**src/rtl/urx_pkg.sv**
```systemverilog
package urx_pkg;

    localparam int CSR_W     = 8;
    localparam int BIT_AVAIL = 0;
    localparam int BIT_EN    = 1;
    localparam int BIT_PERR  = 2;
    localparam int BIT_OVR   = 3;

    typedef enum logic [2:0] {
        ST_IDLE,
        ST_START,
        ST_DATA,
        ST_PAR,
        ST_WAKE,
        ST_STOP
    } urx_state_e;

    typedef struct packed {
        logic par_err;
        logic frame_err;
        logic wake_match;
    } urx_flags_t;

    // 1 when the received parity bit disagrees with the programmed sense
    function automatic logic parity_fault(input logic data_xor,
                                          input logic par_bit,
                                          input logic odd);
        return data_xor ^ par_bit ^ odd;
    endfunction

endpackage

```
**src/rtl/urx_sync.sv**
```systemverilog
module urx_sync #(
    parameter int STAGES = 2
) (
    input  logic clk,
    input  logic rst,
    input  logic din,
    output logic dout
);
    logic [STAGES-1:0] q;

    always_ff @(posedge clk) begin
        if (rst) q <= '1;
        else     q <= {q[STAGES-2:0], din};
    end

    assign dout = q[STAGES-1];
endmodule

```
**src/rtl/urx_frame.sv**
```systemverilog
module urx_frame
    import urx_pkg::*;
#(
    parameter int DATA_BITS = 8,
    parameter int OVS       = 16
) (
    input  logic                 clk,
    input  logic                 rst,
    input  logic                 tick,
    input  logic                 line,
    input  logic                 rx_en,
    input  logic                 par_en,
    input  logic                 par_odd,
    input  logic                 wake_en,
    input  logic                 wake_ref,
    output logic                 done,
    output logic [DATA_BITS-1:0] data,
    output urx_flags_t           flags
);
    localparam int CNT_W = $clog2(OVS);
    localparam int IDX_W = $clog2(DATA_BITS + 1);
    localparam logic [CNT_W-1:0] MID     = CNT_W'(OVS / 2 - 1);
    localparam logic [CNT_W-1:0] LAST    = CNT_W'(OVS - 1);
    localparam logic [IDX_W-1:0] TOP_IDX = IDX_W'(DATA_BITS - 1);

    urx_state_e           state;
    urx_state_e           after_data;
    logic [CNT_W-1:0]     cnt;
    logic [IDX_W-1:0]     idx;
    logic [DATA_BITS-1:0] shreg;
    logic                 pbad;
    logic                 wmatch;
    logic                 centre;

    always_comb begin
        after_data = par_en ? ST_PAR : (wake_en ? ST_WAKE : ST_STOP);
        centre     = (cnt == LAST);
    end

    always_ff @(posedge clk) begin
        if (rst) begin
            state  <= ST_IDLE;
            cnt    <= '0;
            idx    <= '0;
            shreg  <= '0;
            pbad   <= 1'b0;
            wmatch <= 1'b0;
            done   <= 1'b0;
            data   <= '0;
            flags  <= '0;
        end else begin
            done <= 1'b0;
            if (!rx_en) begin
                state <= ST_IDLE;
            end else if (tick) begin
                case (state)
                    ST_IDLE: begin
                        cnt <= '0;
                        if (!line) state <= ST_START;
                    end
                    ST_START: begin
                        if (cnt == MID) begin
                            cnt    <= '0;
                            idx    <= '0;
                            pbad   <= 1'b0;
                            wmatch <= 1'b0;
                            state  <= line ? ST_IDLE : ST_DATA;
                        end else begin
                            cnt <= cnt + 1'b1;
                        end
                    end
                    ST_DATA: begin
                        cnt <= cnt + 1'b1;
                        if (centre) begin
                            shreg <= (shreg >> 1) | (DATA_BITS'(line) << (DATA_BITS - 1));
                            if (idx == TOP_IDX) state <= after_data;
                            else                idx   <= idx + 1'b1;
                        end
                    end
                    ST_PAR: begin
                        cnt <= cnt + 1'b1;
                        if (centre) begin
                            pbad  <= parity_fault(^shreg, line, par_odd);
                            state <= wake_en ? ST_WAKE : ST_STOP;
                        end
                    end
                    ST_WAKE: begin
                        cnt <= cnt + 1'b1;
                        if (centre) begin
                            wmatch <= (line == wake_ref);
                            state  <= ST_STOP;
                        end
                    end
                    ST_STOP: begin
                        cnt <= cnt + 1'b1;
                        if (centre) begin
                            done             <= 1'b1;
                            data             <= shreg;
                            flags.par_err    <= par_en & pbad;
                            flags.frame_err  <= ~line;
                            flags.wake_match <= wake_en & wmatch;
                            state            <= ST_IDLE;
                        end
                    end
                    default: state <= ST_IDLE;
                endcase
            end
        end
    end
endmodule

```
**src/rtl/urx_regs.sv**
```systemverilog
module urx_regs
    import urx_pkg::*;
#(
    parameter int DATA_BITS = 8
) (
    input  logic                 clk,
    input  logic                 rst,
    input  logic                 ld,
    input  logic [DATA_BITS-1:0] ld_data,
    input  urx_flags_t           ld_flags,
    input  logic                 buf_rd,
    input  logic                 csr_wr,
    input  logic [CSR_W-1:0]     csr_wdata,
    output logic [CSR_W-1:0]     status,
    output logic                 rx_en,
    output logic [DATA_BITS-1:0] rx_data,
    output logic                 rx_done,
    output logic                 frame_err,
    output logic                 wake_match
);
    logic avail, perr, ovr;
    logic unused_wbits;

    assign unused_wbits = ^{csr_wdata[CSR_W-1:BIT_OVR+1], csr_wdata[BIT_AVAIL]};

    always_ff @(posedge clk) begin
        if (rst) begin
            avail      <= 1'b0;
            rx_en      <= 1'b0;
            perr       <= 1'b0;
            ovr        <= 1'b0;
            rx_data    <= '0;
            rx_done    <= 1'b0;
            frame_err  <= 1'b0;
            wake_match <= 1'b0;
        end else begin
            rx_done <= ld;
            if (csr_wr) rx_en <= csr_wdata[BIT_EN];

            if (ld)          avail <= 1'b1;
            else if (buf_rd) avail <= 1'b0;

            if (ld && ld_flags.par_err)         perr <= 1'b1;
            else if (csr_wr && csr_wdata[BIT_PERR]) perr <= 1'b0;

            if (ld && avail && !buf_rd)         ovr <= 1'b1;
            else if (csr_wr && csr_wdata[BIT_OVR])  ovr <= 1'b0;

            if (ld) begin
                rx_data    <= ld_data;
                frame_err  <= ld_flags.frame_err;
                wake_match <= ld_flags.wake_match;
            end
        end
    end

    always_comb begin
        status            = '0;
        status[BIT_AVAIL] = avail;
        status[BIT_EN]    = rx_en;
        status[BIT_PERR]  = perr;
        status[BIT_OVR]   = ovr;
    end
endmodule

```
**src/rtl/uart_rx_status.sv**
```systemverilog
module uart_rx_status
    import urx_pkg::*;
#(
    parameter int DATA_BITS   = 8,
    parameter int OVS         = 16,
    parameter int SYNC_STAGES = 2
) (
    input  logic                 clk,
    input  logic                 rst,
    input  logic                 os_tick,
    input  logic                 rxd,
    input  logic                 par_en,
    input  logic                 par_odd,
    input  logic                 wake_en,
    input  logic                 wake_ref,
    input  logic                 csr_wr,
    input  logic [7:0]           csr_wdata,
    input  logic                 buf_rd,
    output logic [7:0]           status,
    output logic [DATA_BITS-1:0] rx_data,
    output logic                 rx_done,
    output logic                 frame_err,
    output logic                 wake_match
);
    logic                 line_s;
    logic                 en;
    logic                 ld;
    logic [DATA_BITS-1:0] ld_data;
    urx_flags_t           ld_flags;

    urx_sync #(.STAGES(SYNC_STAGES)) u_sync (
        .clk (clk),
        .rst (rst),
        .din (rxd),
        .dout(line_s)
    );

    urx_frame #(.DATA_BITS(DATA_BITS), .OVS(OVS)) u_frame (
        .clk     (clk),
        .rst     (rst),
        .tick    (os_tick),
        .line    (line_s),
        .rx_en   (en),
        .par_en  (par_en),
        .par_odd (par_odd),
        .wake_en (wake_en),
        .wake_ref(wake_ref),
        .done    (ld),
        .data    (ld_data),
        .flags   (ld_flags)
    );

    urx_regs #(.DATA_BITS(DATA_BITS)) u_regs (
        .clk       (clk),
        .rst       (rst),
        .ld        (ld),
        .ld_data   (ld_data),
        .ld_flags  (ld_flags),
        .buf_rd    (buf_rd),
        .csr_wr    (csr_wr),
        .csr_wdata (csr_wdata),
        .status    (status),
        .rx_en     (en),
        .rx_data   (rx_data),
        .rx_done   (rx_done),
        .frame_err (frame_err),
        .wake_match(wake_match)
    );
endmodule

```
**config.mk**
```make
export PLATFORM = sky130hd
export DESIGN_NAME = uart_rx_status
export DESIGN_NICKNAME = d
export VERILOG_FILES = /design/src/rtl/urx_pkg.sv /design/src/rtl/urx_sync.sv /design/src/rtl/urx_frame.sv /design/src/rtl/urx_regs.sv /design/src/rtl/uart_rx_status.sv
export SDC_FILE = /design/constraint.sdc
export NUM_CORES = 1
export LEC_CHECK = 0
export BUFFER_PORTS_ARGS = -buffer_cell sky130_fd_sc_hd__buf_2
export CAP_MARGIN = 40
export CELL_PAD_IN_SITES_DETAIL_PLACEMENT = 1
export CELL_PAD_IN_SITES_GLOBAL_PLACEMENT = 2
export CORE_ASPECT_RATIO = 2
export CORE_MARGIN = 4
export CORE_UTILIZATION = 37
export CTS_CLUSTER_SIZE = 40
export DETAILED_ROUTE_END_ITERATION = 7
export PLACE_DENSITY_LB_ADDON = 0.1
export SLEW_MARGIN = 15
export SYNTH_ARGS = -nofsm -noshare
export SYNTH_HDL_FRONTEND = slang
export SYNTH_HIERARCHICAL = 1
export SYNTH_SLANG_ARGS = --single-unit
```
**constraint.sdc**
```tcl
create_clock -name clk -period 4.3 [get_ports clk]
set_input_delay 0.86 -clock clk [delete_from_list [all_inputs] [get_ports clk]]
set_output_delay 0.86 -clock clk [all_outputs]
set_load 0.02 [all_outputs]
```
Word level (Yosys, flattened, before mapping)
Cells that the tools add are included.
- bits in registers: 50
- latch bits: 0
- bits in writable memories: 0
- bits in read-only memories: 0
- input port bits: 18
- memories kept: 0
- add/subtract/negate cells: 2
- multipliers: 0
- div/mod/pow operators: 0
- magnitude comparators: 0
- eq/ne operators: 17
- shift-type cells: 0
- multiplexer cells: 29
- bitwise operators: 9
- reductions and logical operators: 25
- operators with widths (cell ; number):
    3-bit two-way mux ; 8
    3-bit case mux with 6 select lines ; 1
    4-bit two-way mux ; 4
    2-bit by 1-bit inequality test with 1-bit output (second input constant) ; 6
    4-bit case mux with 3 select lines ; 1
    2-bit nonzero test ; 6
    1-bit two-way mux ; 11
    5-bit AND reduction ; 2
    4-bit by 1-bit adder with 4-bit output (second input constant) ; 2
    4-bit by 3-bit == test with 1-bit output (second input constant) ; 2
    7-bit by 8-bit bitwise OR with 8-bit output ; 1
    4-bit case mux with 2 select lines ; 1
    4-bit AND reduction ; 2
    8-bit AND reduction ; 1
    4-bit OR reduction ; 2
    8-bit XOR reduction ; 1
    3-bit by 2-bit == test with 1-bit output (second input constant) ; 2
    3-bit == test (second input constant) ; 2
    6-bit AND reduction ; 1
    1-bit logical AND ; 5
    4-bit == test (second input constant) ; 1
    2-bit inequality test (second input constant) ; 2
    1-bit inverter ; 4
    1-bit case mux with 2 select lines ; 2
    other kinds (10) ; 12

Depth between registers and ports, before layout
Gate-level depths: netlist of run 1.
- depth in word-level cells: 5
- depth in mapped cells: 8
- gate-level depth less buffers: 6

Hierarchy
Netlist of run 1, hierarchy kept.
- by module, submodules not included (module ; times used ; cells an instance ; area each (um^2) ; seq. area each (um^2)):
    urx_frame ; 1 ; 187 ; 1685.4 ; 660.6
    urx_regs ; 1 ; 56 ; 585.6 ; 300.3
    urx_sync ; 1 ; 4 ; 52.6 ; 40.0

Least setup slack after synthesis of run 1
OpenSTA, ideal clock, no wires.
- kind: in2reg
- start: input port os_tick
- end: register u_frame.data[7]
- library setup time: 129 ps
- data arrival time: 1896 ps
- data required time: 4171 ps
- path slack: 2275 ps
- stages on the path: 6
- buffers on the path: 2
- cell sequence: nand2_1 > or4_4 > buf_6 > buf_12 > mux2i_1 > nor2_1
- word-level cells in the longest chain between the ends: 1
- RTL lines (what ; RTL line ; RTL):
    start: declaration ; uart_rx_status.sv:10 ; input logic os_tick,
    4-bit AND reduction (no line) ; -- ;
    end signal: assignment ; urx_frame.sv:98 ; data <= shreg;
    end: declaration ; urx_frame.sv:17 ; output logic [DATA_BITS-1:0] data,
Every way passes these cells.
A chain may end at the register's enable or synchronous reset.

Worst setup path in the final report of run 1
- start: register u_frame.state[1]
- end: register u_frame.shreg[2]
- word-level cells in the longest chain between the ends: 2
- RTL lines (what ; RTL line ; RTL):
    start: declaration ; urx_frame.sv:26 ; urx_state_e state;
    start signal: assignment ; urx_frame.sv:67 ; state <= line ? ST_IDLE : ST_DATA;
    start signal: assignment ; urx_frame.sv:76 ; if (idx == TOP_IDX) state <= after_data;
    start signal: assignment ; urx_frame.sv:84 ; state <= wake_en ? ST_WAKE : ST_STOP;
    3-bit by 2-bit == test with 1-bit output ; urx_frame.sv:56 ; case (state)
    4-bit AND reduction (no line) ; -- ;
    end signal: assignment ; urx_frame.sv:75 ; shreg <= (shreg >> 1) | (DATA_BITS'(line) << (DATA_BITS - 1));
    end: declaration ; urx_frame.sv:30 ; logic [DATA_BITS-1:0] shreg;
Every way passes these cells.

==> results_tabular.tex, run 1 <==
\begin{tabular}{lr}
\hline
Metric & Value \\
\hline
\multicolumn{2}{l}{\textbf{Run status}} \\
\quad Outcome & finished clean \\
\multicolumn{2}{l}{\textbf{Floorplan}} \\
\quad Horizontal die dimension & between 60 and 70 um \\
\quad Io pins & 37 \\
\quad Overall die area & just under 8000 um2 \\
\quad Die Ht & 120 um \\
\quad Number of cell rows & 40 \\
\quad Initial cell density of the core & a little under two fifths \\
\quad Total core area & 6060 um2 \\
\multicolumn{2}{l}{\textbf{Routing}} \\
\quad Detailed-route DRC error count & 0 \\
\quad First-iteration detailed-routing DRC count & 83 \\
\quad Via count & 1,770 \\
\quad Number of nets with antenna violations after routing & 0 \\
\quad Pre-Repair DR Iteration Count & 4 \\
\quad Wire length after detailed routing & about 5400 um \\
\quad Vias per inst & roughly 5.1 \\
\quad DR WL/cell & between 15 and 20 um \\
\multicolumn{2}{l}{\textbf{Timing}} \\
\quad Fin crit share & 51.5\% \\
\quad Max-Slew Margin vs Limit & a little over half \\
\quad Hold Vio Cnt, Final & 0 \\
\quad Post-route clock skew & 7.47 ps \\
\quad Final setup violation count & 0 \\
\quad Unrepaired setup endpoints after global routing & false \\
\quad Worst-margin pin slew & 700 ps \\
\quad Setup\_tns & 0 ps \\
\quad Post-Route Hold Slack & approximately 410 ps \\
\quad Final max-slew violation count & 0 \\
\quad Final Critical Period & about 2200 ps \\
\quad FMAX & roughly 450 MHz \\
\multicolumn{2}{l}{\textbf{CTS}} \\
\quad Total CTS buffers & 5 \\
\quad Count of buffers added by post-CTS timing repair for setup & 0 \\
\quad Count of cells resized by post-cts repair & 0 \\
\quad Clock tree sinks & 50 \\
\quad Clock input transition at the sequential cells of the worst setup and hold paths & approximately 60 ps \\
\quad Clock tree buffer depth & 2 \\
\quad CTS tree & done \\
\quad Hold Buf Count CTS & 0 \\
\quad Clock root buffer & sky130\_fd\_sc\_hd\_\_clkbuf\_16 \\
\quad Worst skew pair latency & about 290 ps \\
\quad Maximum level of the CTS H-tree & 2 \\
\multicolumn{2}{l}{\textbf{Power and ir drop}} \\
\quad Net switching power of the design & 183 uW \\
\quad Logic gate share of total power & 3.6\% \\
\quad Cell-internal power & 701 uW \\
\quad Leakage Power & $\sim$0.99 nW \\
\quad Power per cell area & approximately 340 nW/um2 \\
\quad Max rail drop VDD & about 0.28 mV \\
\quad Sequential share of power & between 50\% and 60\% \\
\quad Clock Power Share & between 40 and 50\% \\
\quad Fraction of power spent switching nets & between 20 and 25\% \\
\multicolumn{2}{l}{\textbf{GRT}} \\
\quad Overall fraction of global-route tracks in use & between 10\% and 20\% \\
\quad First-pass GRT wire length & just over 9000 um \\
\quad Number of global-route vias before repair & 1,878 \\
\quad Initial antenna violation count & 0 \\
\quad Pin count of the biggest net entering global routing & between 40 and 50 \\
\quad Remaining global-route overflow & 0 \\
\multicolumn{2}{l}{\textbf{Setup path}} \\
\quad Max stage delay on crit path & between 700 and 800 ps \\
\quad Maximum fanout along the worst path & 17 \\
\quad Required time worst endpoint & $\sim$4500 ps \\
\quad Worst-path cell chain & nor3b\_2 -> and3\_1 -> mux2i\_1 -> nor2\_1 \\
\quad Endpoint kind of the worst setup timing path & flip-flop \\
\quad Kind of start point of the critical path & flip-flop \\
\quad Critical Path Slowest Stage Cell & sky130\_fd\_sc\_hd\_\_dfxtp\_1 \\
\quad Critical path start-end classification & flip-flop to flip-flop \\
\quad Crit path DAT & roughly 2400 ps \\
\multicolumn{2}{l}{\textbf{Synthesis}} \\
\quad Ranking of synthesized cells by area & sky130\_fd\_sc\_hd\_\_dfxtp\_1 (43\%), sky130\_fd\_sc\_hd\_\_mux2i\_1 (12\%), sky130\_fd\_sc\_hd\_\_nor2\_1 (6.1\%) \\
\quad Library cells used by synthesis & 52 \\
\quad Number of storage elements in the synthesis netlist & 50 \\
\quad Post-synthesis cell count & $\sim$250 \\
\quad Top cell type by total area after synthesis & sky130\_fd\_sc\_hd\_\_dfxtp\_1 \\
\quad Fraction of the yosys area taken by sequential cells & between 40 and 50\% \\
\quad Cell area after synthesis & approximately 2300 um2 \\
\quad Post-Synthesis Mean Instance Area & around 9.4 um2 \\
\quad Synth warnings & 6 \\
\quad Share of the synthesized area in the top cell type & a little over two fifths \\
\multicolumn{2}{l}{\textbf{Cells and area}} \\
\quad Utilization of the core after routing & approximately 43\% \\
\quad Net total in the final layout & about 280 \\
\quad Final antenna diode count & 0 \\
\quad Area growth, synth to finish & 10.9\% \\
\quad Multi-input logic area & between 1000 and 1500 um2 \\
\quad Layout cells sized above 1 & $\sim$17\% \\
\quad Top library cells by usage in the layout, fill and taps aside & sky130\_fd\_sc\_hd\_\_dfxtp\_1 (50), sky130\_fd\_sc\_hd\_\_nor2\_1 (38), sky130\_fd\_sc\_hd\_\_mux2i\_1 (29) \\
\quad Count of filler cells inserted in the layout & approximately 720 \\
\quad Post-route standard cell area excluding fillers & 2580 um2 \\
\quad Footprint of the flip-flops and latches & 1000 um2 \\
\quad Most common library cell in the layout ignoring fill and taps & sky130\_fd\_sc\_hd\_\_dfxtp\_1 \\
\multicolumn{2}{l}{\textbf{Worst hold path}} \\
\quad Class of the tightest hold or removal check & flip-flop to flip-flop \\
\multicolumn{2}{l}{\textbf{Place}} \\
\quad DP Wirelength & between 3000 and 4000 um \\
\quad Gp weighted congestion & about 0.77 \\
\quad IO Port Bufs & 27 \\
\quad Instance area at placement & approximately 2400 um2 \\
\multicolumn{2}{l}{\textbf{Flow run}} \\
\quad Count of maximum capacitance violations & 0 \\
\hline
\end{tabular}
## logic make-up (layout without fill, tap and decap cells)
kind of cell               count (synthesis)  in the layout  share of synthesized area [%]
xor gates and xnor gates                  12             12                           4.52
adders and majority gates                  2              2                           1.08
and+or+nand+nor                           86             86                           18.5
AOI/OAI and AO/OA                         40             40                           12.6
buffers and inverters                     27             39                           7.54
other                                      1              4                          0.161
DFF                                       50             50                           43.1
muxes                                     29             29                           12.5
## per-layer routing
layer,part of all wire (%),wire [um],global-route usage (%),vias up
met5,0,0,0,-
met4,3.1,167,8.53,0
met3,1.4,77,2.81,9
met2,57,3090,28.7,15
met1,38,2070,16.3,863
li1,-,-,-,883
## cells in the mapped netlist, drive strengths merged
| library cell | instances |
|---|---|
| inv | 5 |
| and2 | 1 |
| a22oi | 1 |
| a32o | 3 |
| nand3b | 4 |
| clkbuf | 4 |
| o32a | 1 |
| and4bb | 1 |
| o2111ai | 1 |
| nand2 | 13 |
| o21a | 2 |
| mux2i | 29 |
| xor2 | 2 |
| a31oi | 1 |
| o22ai | 2 |
| or4b | 1 |
| ha | 2 |
| o41ai | 2 |
| or2 | 2 |
| a2111oi | 1 |
| xnor2 | 10 |
| nand4 | 1 |
| nor2 | 40 |
| a41oi | 2 |
| buf | 18 |
| and3 | 2 |
| nor2b | 3 |
| a221oi | 2 |
| o211ai | 1 |
| a21oi | 11 |
| o22a | 1 |
| dfxtp | 50 |
| nor3 | 4 |
| nand3 | 7 |
| a311oi | 1 |
| conb | 1 |
| nand2b | 4 |
| o21ai | 6 |
| nor3b | 1 |
| and4b | 1 |
| or4 | 1 |
| a211oi | 2 |
## metrics by stage
step                      power (mW)  cells  worst slack [ps]
final                          0.885    346              2090
after global placement         0.507    339              1890
after floorplan                0.498    250              2270
after detailed placement       0.510    340              1870
after CTS                      0.902    346              2070
after global routing           0.923    346              1920
## layout make-up
type,count,share of cell area (%)
clock buffers,6,5.39
inverters,5,0.728
multi-input cells,173,45.0
flip-flops and latches,50,38.8
well taps,84,4.08
repair buffers,28,6.02
## power by group through the flow
| stage | clock [mW] | sequential, mW | combinational, mW |
|---|---|---|---|
| floorplan | 0 | 0.476 | 0.0223 |
| global placement | 0 | 0.477 | 0.0301 |
| detailed placement | 0 | 0.477 | 0.0326 |
| CTS | 0.403 | 0.466 | 0.0326 |
| global route | 0.421 | 0.466 | 0.0353 |
| finish | 0.386 | 0.467 | 0.0317 |
## worst max-delay path: cells and delay by family (launching register included)
family           cells  cell delay [ps]
flip-flops           1              710
multiplexers         1              250
AND/OR/NAND/NOR      3             1130
## path summary, 6_finish.rpt
check	start	to	slack [ps]	depth (start not counted)
setup reg to reg	u_frame/state[1]	u_frame/shreg[2]	2090	4
hold reg to reg	u_sync/q[0]	u_sync/q[1]	410	1
hold / removal	u_sync/q[0]	u_sync/q[1]	410	1
setup / recovery	u_frame/state[1]	u_frame/shreg[2]	2090	4
## sequential cells by signal, summed over array words and instances, names as in the netlist
| name | flops |
|---|---|
| u_frame/done | 1 |
| u_frame/data | 8 |
| u_regs/avail | 1 |
| u_regs/ovr | 1 |
| u_regs/frame_err | 1 |
| u_regs/perr | 1 |
| u_frame/shreg | 8 |
| u_frame/state | 3 |
| u_regs/rx_done | 1 |
| u_frame/cnt | 4 |
| u_frame/flags | 3 |
| u_regs/rx_en | 1 |
| u_frame/pbad | 1 |
| u_frame/wmatch | 1 |
| u_regs/rx_data | 8 |
| u_regs/wake_match | 1 |
| u_frame/idx | 4 |
| u_sync/q | 2 |
(Power assumes the default switching activity.)
==> inputs of run 2 (changes only) <==
--- a/config.mk
+++ b/config.mk
@@ -11,7 +11,7 @@
 export CELL_PAD_IN_SITES_GLOBAL_PLACEMENT = 2
 export CORE_ASPECT_RATIO = 2
 export CORE_MARGIN = 4
-export CORE_UTILIZATION = 37
+export CORE_UTILIZATION = 34
 export CTS_CLUSTER_SIZE = 40
 export DETAILED_ROUTE_END_ITERATION = 7
 export PLACE_DENSITY_LB_ADDON = 0.1
==> constraint.sdc (replaced) <==
create_clock -name clk -period 2.1 [get_ports clk]
set_input_delay 0.42 -clock clk [delete_from_list [all_inputs] [get_ports clk]]
set_output_delay 0.42 -clock clk [all_outputs]
set_load 0.02 [all_outputs]
==> results_tabular.tex, run 2 (synthesis results as in run 1) <==
\begin{tabular}{lr}
\hline
Metric & Value \\
\hline
\multicolumn{2}{l}{\textbf{CTS}} \\
\quad Clock tree buffer depth & 2 (unchanged) \\
\quad Maximum level of the CTS H-tree & 2 (unchanged) \\
\quad Hold Buf Count CTS & 0 (unchanged) \\
\quad Clock tree sinks & 50 (unchanged) \\
\quad Worst skew pair latency & 290 ps (about the same) \\
\quad Total CTS buffers & 5 (unchanged) \\
\quad Clock root buffer & sky130\_fd\_sc\_hd\_\_clkbuf\_16 \\
\quad CTS tree & done \\
\quad Clock input transition at the sequential cells of the worst setup and hold paths & 60 ps (about the same) \\
\multicolumn{2}{l}{\textbf{Place}} \\
\quad IO Port Bufs & 27 (unchanged) \\
\quad DP Wirelength & 4280 um (+8.2\%) \\
\quad Instance area at placement & 2580 um2 (+5.7\%) \\
\quad Gp weighted congestion & 0.824 (+7.7\%) \\
\multicolumn{2}{l}{\textbf{Power and ir drop}} \\
\quad Net switching power of the design & 379 uW (+110\%) \\
\quad Logic gate share of total power & 3.7\% (about the same) \\
\quad Max rail drop VDD & 0.700 mV (+150\%) \\
\quad Leakage Power & 1.08 nW (+9.3\%) \\
\quad Power per cell area & 665 nW/um2 (+94\%) \\
\quad Clock Power Share & 43.7\% (about the same) \\
\quad Sequential share of power & 52.6\% (about the same) \\
\quad Cell-internal power & 1.44 mW (+100\%) \\
\quad Fraction of power spent switching nets & 20.9\% (+0.14 points) \\
\multicolumn{2}{l}{\textbf{GRT}} \\
\quad Overall fraction of global-route tracks in use & 15.1\% (-0.55 points) \\
\quad First-pass GRT wire length & 9630 um (+3.3\%) \\
\quad Most used routing layer & met2 \\
\quad Met3 Usage GRT & 2.98\% (+0.17 points) \\
\quad Initial antenna violation count & 0 (unchanged) \\
\quad Number of global-route vias before repair & 1,957 (+4.2\%) \\
\quad Remaining global-route overflow & 0 (unchanged) \\
\quad Pin count of the biggest net entering global routing & 40 (-7.0\%) \\
\quad GR met2 Demand/Resource & 28.1\% (-0.59 points) \\
\quad Met1 capacity usage during global routing & 15.6\% (-0.70 points) \\
\multicolumn{2}{l}{\textbf{Timing}} \\
\quad Worst-margin pin slew & 703 ps (+2.91 ps) \\
\quad Final max-slew violation count & 0 (unchanged) \\
\quad Max-Slew Margin vs Limit & 53.0\% (-0.19 points) \\
\quad Fin crit share & 92.3\% (+41 points) \\
\quad Final Critical Period & 1940 ps (-276 ps) \\
\quad Setup\_tns & 0 ps (unchanged) \\
\quad Final setup violation count & 0 (unchanged) \\
\quad Hold Vio Cnt, Final & 0 (unchanged) \\
\quad FMAX & 516 MHz (+14\%) \\
\quad Unrepaired setup endpoints after global routing & false \\
\quad Post-route clock skew & 4.54 ps (-2.93 ps) \\
\multicolumn{2}{l}{\textbf{Floorplan}} \\
\quad Total core area & 6620 um2 (+9.3\%) \\
\quad Initial cell density of the core & 35.1\% (-3.3 points) \\
\quad Die Ht & 125 um (+4.0\%) \\
\quad Number of cell rows & 42 (+5.0\%) \\
\quad Horizontal die dimension & 66.5 um (+3.8\%) \\
\quad Io pins & 37 (unchanged) \\
\quad Overall die area & 8300 um2 (+8.0\%) \\
\multicolumn{2}{l}{\textbf{Run status}} \\
\quad Outcome & finished clean \\
\multicolumn{2}{l}{\textbf{Setup path}} \\
\quad Critical path buffers and inverters & 0 (unchanged) \\
\quad Kind of start point of the critical path & flip-flop \\
\quad Maximum fanout along the worst path & 6 (-11) \\
\quad Worst-path cell chain & ha\_1 -> and4bb\_2 -> o21ai\_0 -> a221oi\_4 -> o21ai\_1 -> a32o\_1 \\
\quad Max stage delay on crit path & 450 ps (-260 ps) \\
\quad Count of cells along the worst register-to-register path & 6 (+2) \\
\quad Required time worst endpoint & 2280 ps (-2200 ps) \\
\quad Critical path start-end classification & flip-flop to flip-flop \\
\quad Family with the most delay on the worst path & compound AO/OA/AOI/OAI gates \\
\quad Endpoint kind of the worst setup timing path & flip-flop \\
\quad Crit path DAT & 2120 ps (-270 ps) \\
\quad Critical Path Slowest Stage Cell & sky130\_fd\_sc\_hd\_\_a221oi\_4 \\
\quad Count of cell instances traversed by the critical path & 6 (+2) \\
\multicolumn{2}{l}{\textbf{Worst hold path}} \\
\quad Class of the tightest hold or removal check & input pin to flip-flop \\
\quad Instance count along the most critical hold path & 2 (+1) \\
\multicolumn{2}{l}{\textbf{Cells and area}} \\
\quad Net total in the final layout & 301 (+6.4\%) \\
\quad Footprint of the flip-flops and latches & 1000 um2 (unchanged) \\
\quad Top library cells by usage in the layout, fill and taps aside & sky130\_fd\_sc\_hd\_\_dfxtp\_1 (50), sky130\_fd\_sc\_hd\_\_nor2\_1 (38), sky130\_fd\_sc\_hd\_\_mux2i\_1 (29) \\
\quad Largest registers in the final layout & u\_frame/data x8, u\_frame/shreg x8, u\_regs/rx\_data x8 \\
\quad Most common library cell in the layout ignoring fill and taps & sky130\_fd\_sc\_hd\_\_dfxtp\_1 \\
\quad Post-route standard cell area excluding fillers & 2730 um2 (+5.9\%) \\
\quad Multi-input logic area & 1170 um2 (+0.97\%) \\
\quad Area growth, synth to finish & 17.4\% \\
\quad Final antenna diode count & 0 (unchanged) \\
\quad Layout cells sized above 1 & 22.5\% (+5.3 points) \\
\quad Count of filler cells inserted in the layout & 805 (+12\%) \\
\multicolumn{2}{l}{\textbf{Routing}} \\
\quad Via count & 1,829 (+3.3\%) \\
\quad Pre-Repair DR Iteration Count & 4 (unchanged) \\
\quad Wire length after detailed routing & 5640 um (+4.4\%) \\
\quad Vias per inst & 4.97 (-2.8\%) \\
\quad First-iteration detailed-routing DRC count & 78 (-6.0\%) \\
\quad DR WL/cell & 15.3 um (-1.9\%) \\
\quad Number of nets with antenna violations after routing & 0 (unchanged) \\
\quad Detailed-route DRC error count & 0 (unchanged) \\
\multicolumn{2}{l}{\textbf{Flow run}} \\
\quad Count of maximum capacitance violations & 0 (unchanged) \\
\hline
\end{tabular}
run 2: worst reg2reg max path, cell delays in order, from the launching register on:
cell                       delay, ps
sky130_fd_sc_hd__dfxtp_1         390
sky130_fd_sc_hd__ha_1            240
sky130_fd_sc_hd__and4bb_2        230
sky130_fd_sc_hd__o21ai_0         130
sky130_fd_sc_hd__a221oi_4        450
sky130_fd_sc_hd__o21ai_1         120
sky130_fd_sc_hd__a32o_1          270
run 2: timing repair:
action / CTS / global route
gates resized for setup: 0 / 1
buffers inserted: 0 / 0
setup endpoints to repair: 0 / 2
run 2: per-stage QoR:
step	hold WS, ps	setup WS, ps	utilization (%)	cells	power (mW)
after floorplan	383	354	-	250	1.02
after global placement	395	108	38.9	362	1.04
after detailed placement	395	91.7	38.9	362	1.04
after CTS	308	77.6	41.0	368	1.85
after global routing	312	22.7	41.2	368	1.90
final	312	161	41.2	368	1.81
run 2: final cells by class:
cell class / instances / share of cell area (%)
inverters: 5 / 0.688
multi-input cells: 173 / 42.9
flip-flops and latches: 50 / 36.7
clock buffers: 6 / 5.09
well taps: 88 / 4.03
repair buffers: 46 / 10.6
run 2: path summary, 6_finish.rpt:
check / endpoint / slack [ps] / startpoint
hold / removal: u_sync/q[0] / 310 / rxd
setup reg to reg: u_frame/state[2] / 160 / u_frame/cnt[0]
setup / recovery: u_frame/state[2] / 160 / u_frame/cnt[0]
hold reg to reg: u_sync/q[1] / 420 / u_sync/q[0]
run 2: routing by layer:
metal,vias up,share of wire [%]
met5,-,0
met4,0,2.9
met3,10,2.3
met2,22,58
met1,879,37
li1,918,-
run 2: power groups by stage:
stage / logic [mW] / registers (mW) / clock network (mW)
3_3_place_gp: 0.0670 / 0.977 / 0
5_1_grt: 0.0744 / 0.955 / 0.868
2_1_floorplan: 0.0456 / 0.975 / 0
4_1_cts: 0.0681 / 0.955 / 0.826
6_report: 0.0668 / 0.955 / 0.793
3_5_place_dp: 0.0679 / 0.977 / 0
==> inputs of run 3 (changes only) <==
==> constraint.sdc (replaced) <==
create_clock -name clk -period 2.1 [get_ports clk]
set_input_delay 0.21 -clock clk [delete_from_list [all_inputs] [get_ports clk]]
set_output_delay 0.21 -clock clk [all_outputs]
set_load 0.02 [all_outputs]
==> results_tabular.tex, run 3 (synthesis results as in run 1) <==
\begin{tabular}{lr}
\hline
Metric & Value \\
\hline
\multicolumn{2}{l}{\textbf{Run status}} \\
\quad Outcome & finished clean \\
\multicolumn{2}{l}{\textbf{Setup path}} \\
\quad Critical path start-end classification & flip-flop to flip-flop \\
\quad Worst path most repeated cell & sky130\_fd\_sc\_hd\_\_a221oi\_2 \\
\quad Critical Path Slowest Stage Cell & sky130\_fd\_sc\_hd\_\_dfxtp\_1 \\
\quad Kind of start point of the critical path & flip-flop \\
\quad Maximum fanout along the worst path & 6 (unchanged) \\
\quad Max stage delay on crit path & 390 ps (-60 ps) \\
\quad Required time worst endpoint & 2290 ps (about the same) \\
\quad Worst-path cell chain & ha\_1 -> and3\_2 -> a221oi\_2 -> a221oi\_2 -> buf\_4 -> o21ai\_1 -> a32o\_1 \\
\quad Family with the most delay on the worst path & compound AO/OA/AOI/OAI gates \\
\quad Crit path DAT & 2170 ps (+50 ps) \\
\quad Endpoint kind of the worst setup timing path & flip-flop \\
\quad Critical path buffers and inverters & 1 (+1) \\
\multicolumn{2}{l}{\textbf{Cells and area}} \\
\quad Top library cells by usage in the layout, fill and taps aside & sky130\_fd\_sc\_hd\_\_dfxtp\_1 (50), sky130\_fd\_sc\_hd\_\_nor2\_1 (38), sky130\_fd\_sc\_hd\_\_mux2i\_1 (29) \\
\quad Count of filler cells inserted in the layout & 824 (+2.4\%) \\
\quad Largest registers in the final layout & u\_frame/data x8, u\_frame/shreg x8, u\_regs/rx\_data x8 \\
\quad Layout cells sized above 1 & 22.5\% (unchanged) \\
\quad Final antenna diode count & 0 (unchanged) \\
\quad Most common library cell in the layout ignoring fill and taps & sky130\_fd\_sc\_hd\_\_dfxtp\_1 \\
\quad Net total in the final layout & 299 (-0.66\%) \\
\quad Area growth, synth to finish & 17.3\% \\
\quad Utilization of the core after routing & 41.2\% (-0.057 points) \\
\multicolumn{2}{l}{\textbf{CTS}} \\
\quad Clock tree sinks & 50 (unchanged) \\
\quad Count of buffers added by post-CTS timing repair for setup & 0 (unchanged) \\
\quad Maximum level of the CTS H-tree & 2 (unchanged) \\
\quad Clock tree buffer depth & 2 (unchanged) \\
\quad Clock root buffer & sky130\_fd\_sc\_hd\_\_clkbuf\_16 \\
\quad Count of cells resized by post-cts repair & 0 (unchanged) \\
\quad Total CTS buffers & 5 (unchanged) \\
\quad CTS tree & done \\
\quad Hold Buf Count CTS & 0 (unchanged) \\
\quad Worst skew pair latency & 290 ps (about the same) \\
\quad Clock input transition at the sequential cells of the worst setup and hold paths & 70 ps (about the same) \\
\multicolumn{2}{l}{\textbf{Floorplan}} \\
\quad Total core area & 6620 um2 (unchanged) \\
\quad Die Ht & 125 um (unchanged) \\
\quad Initial cell density of the core & 35.1\% (unchanged) \\
\quad Io pins & 37 (unchanged) \\
\quad Horizontal die dimension & 66.5 um (unchanged) \\
\quad Overall die area & 8300 um2 (unchanged) \\
\quad Number of cell rows & 42 (unchanged) \\
\multicolumn{2}{l}{\textbf{Timing}} \\
\quad Hold Vio Cnt, Final & 0 (unchanged) \\
\quad Final Critical Period & 1980 ps (+39.4 ps) \\
\quad Unrepaired setup endpoints after global routing & false \\
\quad Fin crit share & 94.2\% (+1.9 points) \\
\quad Post-route clock skew & 8.01 ps (+3.48 ps) \\
\quad FMAX & 506 MHz (-2.0\%) \\
\quad Setup\_tns & 0 ps (unchanged) \\
\quad Final max-slew violation count & 0 (unchanged) \\
\quad Final setup violation count & 0 (unchanged) \\
\quad Worst-margin pin slew & 721 ps (+17.6 ps) \\
\quad Max-Slew Margin vs Limit & 51.9\% (-1.2 points) \\
\multicolumn{2}{l}{\textbf{GRT}} \\
\quad Pin count of the biggest net entering global routing & 40 (unchanged) \\
\quad First-pass GRT wire length & 9590 um (-0.35\%) \\
\quad Number of global-route vias before repair & 1,984 (+1.4\%) \\
\quad Remaining global-route overflow & 0 (unchanged) \\
\quad Initial antenna violation count & 0 (unchanged) \\
\quad Overall fraction of global-route tracks in use & 15.1\% (-0.048 points) \\
\multicolumn{2}{l}{\textbf{Routing}} \\
\quad Vias per inst & 5.05 (+1.6\%) \\
\quad Met1 layer wirelength in the final routing & 2000 um (-3.0\%) \\
\quad First-iteration detailed-routing DRC count & 58 (-26\%) \\
\quad Met2 WL & 3290 um (about the same) \\
\quad DR WL/cell & 15.3 um (about the same) \\
\quad Met3 wire len & 120 um (-6.3\%) \\
\quad Number of nets with antenna violations after routing & 0 (unchanged) \\
\quad Via count & 1,858 (+1.6\%) \\
\quad Pre-Repair DR Iteration Count & 4 (unchanged) \\
\quad Detailed-route DRC error count & 0 (unchanged) \\
\quad Top sig layer & met4 \\
\quad Wire length after detailed routing & 5640 um (about the same) \\
\multicolumn{2}{l}{\textbf{Place}} \\
\quad Gp weighted congestion & 0.851 (+3.2\%) \\
\quad DP Wirelength & 4210 um (-1.6\%) \\
\quad IO Port Bufs & 27 (unchanged) \\
\multicolumn{2}{l}{\textbf{Worst hold path}} \\
\quad Class of the tightest hold or removal check & input pin to flip-flop \\
\multicolumn{2}{l}{\textbf{Power and ir drop}} \\
\quad Leakage Power & 1.08 nW (about the same) \\
\quad Max rail drop VDD & 0.500 mV (-29\%) \\
\quad Power per cell area & 693 nW/um2 (+4.2\%) \\
\quad Power after layout & 1.89 mW (+4.1\%) \\
\multicolumn{2}{l}{\textbf{Flow run}} \\
\quad Count of maximum capacitance violations & 0 (unchanged) \\
\hline
\end{tabular}
-- run 3: layout make-up --
class | instances | area [um2] | share of cell area [%]
tap | 88 | 110 | 4.04
inverter | 5 | 18.8 | 0.689
clock inverter | 1 | 8.76 | 0.321
sequential | 50 | 1000 | 36.7
clock buffer | 7 | 153 | 5.60
multi-input combinational | 173 | 1160 | 42.5
timing repair buffer | 44 | 275 | 10.1
-- run 3: worst register-to-register path, delay by kind of cell, from the launching register on --
kind / cells / cell delay (ps)
buf+inv: 1 / 180
compound gates: 4 / 730
flops: 1 / 390
fa+ha+maj: 1 / 280
simple gates: 1 / 290
-- run 3: worst paths after layout --
check	start	endpoint	slack (ps)	depth (start not counted)
hold / removal	rxd	u_sync/q[0]	100	2
setup reg to reg	u_frame/cnt[0]	u_frame/state[2]	120	7
hold reg to reg	u_sync/q[0]	u_sync/q[1]	410	1
setup / recovery	u_frame/cnt[0]	u_frame/state[2]	120	7
-- run 3: power by group --
part	switching, mW	internal [mW]
Clock	0.357	0.509
Sequential	0.00266	0.951
Combinational	0.0442	0.0250
-- run 3: per-layer routing --
metal	up-vias	GRT usage, %
met5	-	0
met4	0	8.50
met3	14	2.89
met2	23	27.5
met1	909	15.1
li1	912	-
-- run 3: metrics by stage --
step	hold WS, ps	cells	worst slack [ps]	instance area (um2)
finish	95.7	368	122	2730
global route	92.0	368	30.2	2730
CTS	89.1	368	111	2730
detailed placement	398	360	114	2560
global placement	392	360	146	2560
floorplan	282	250	354	2330
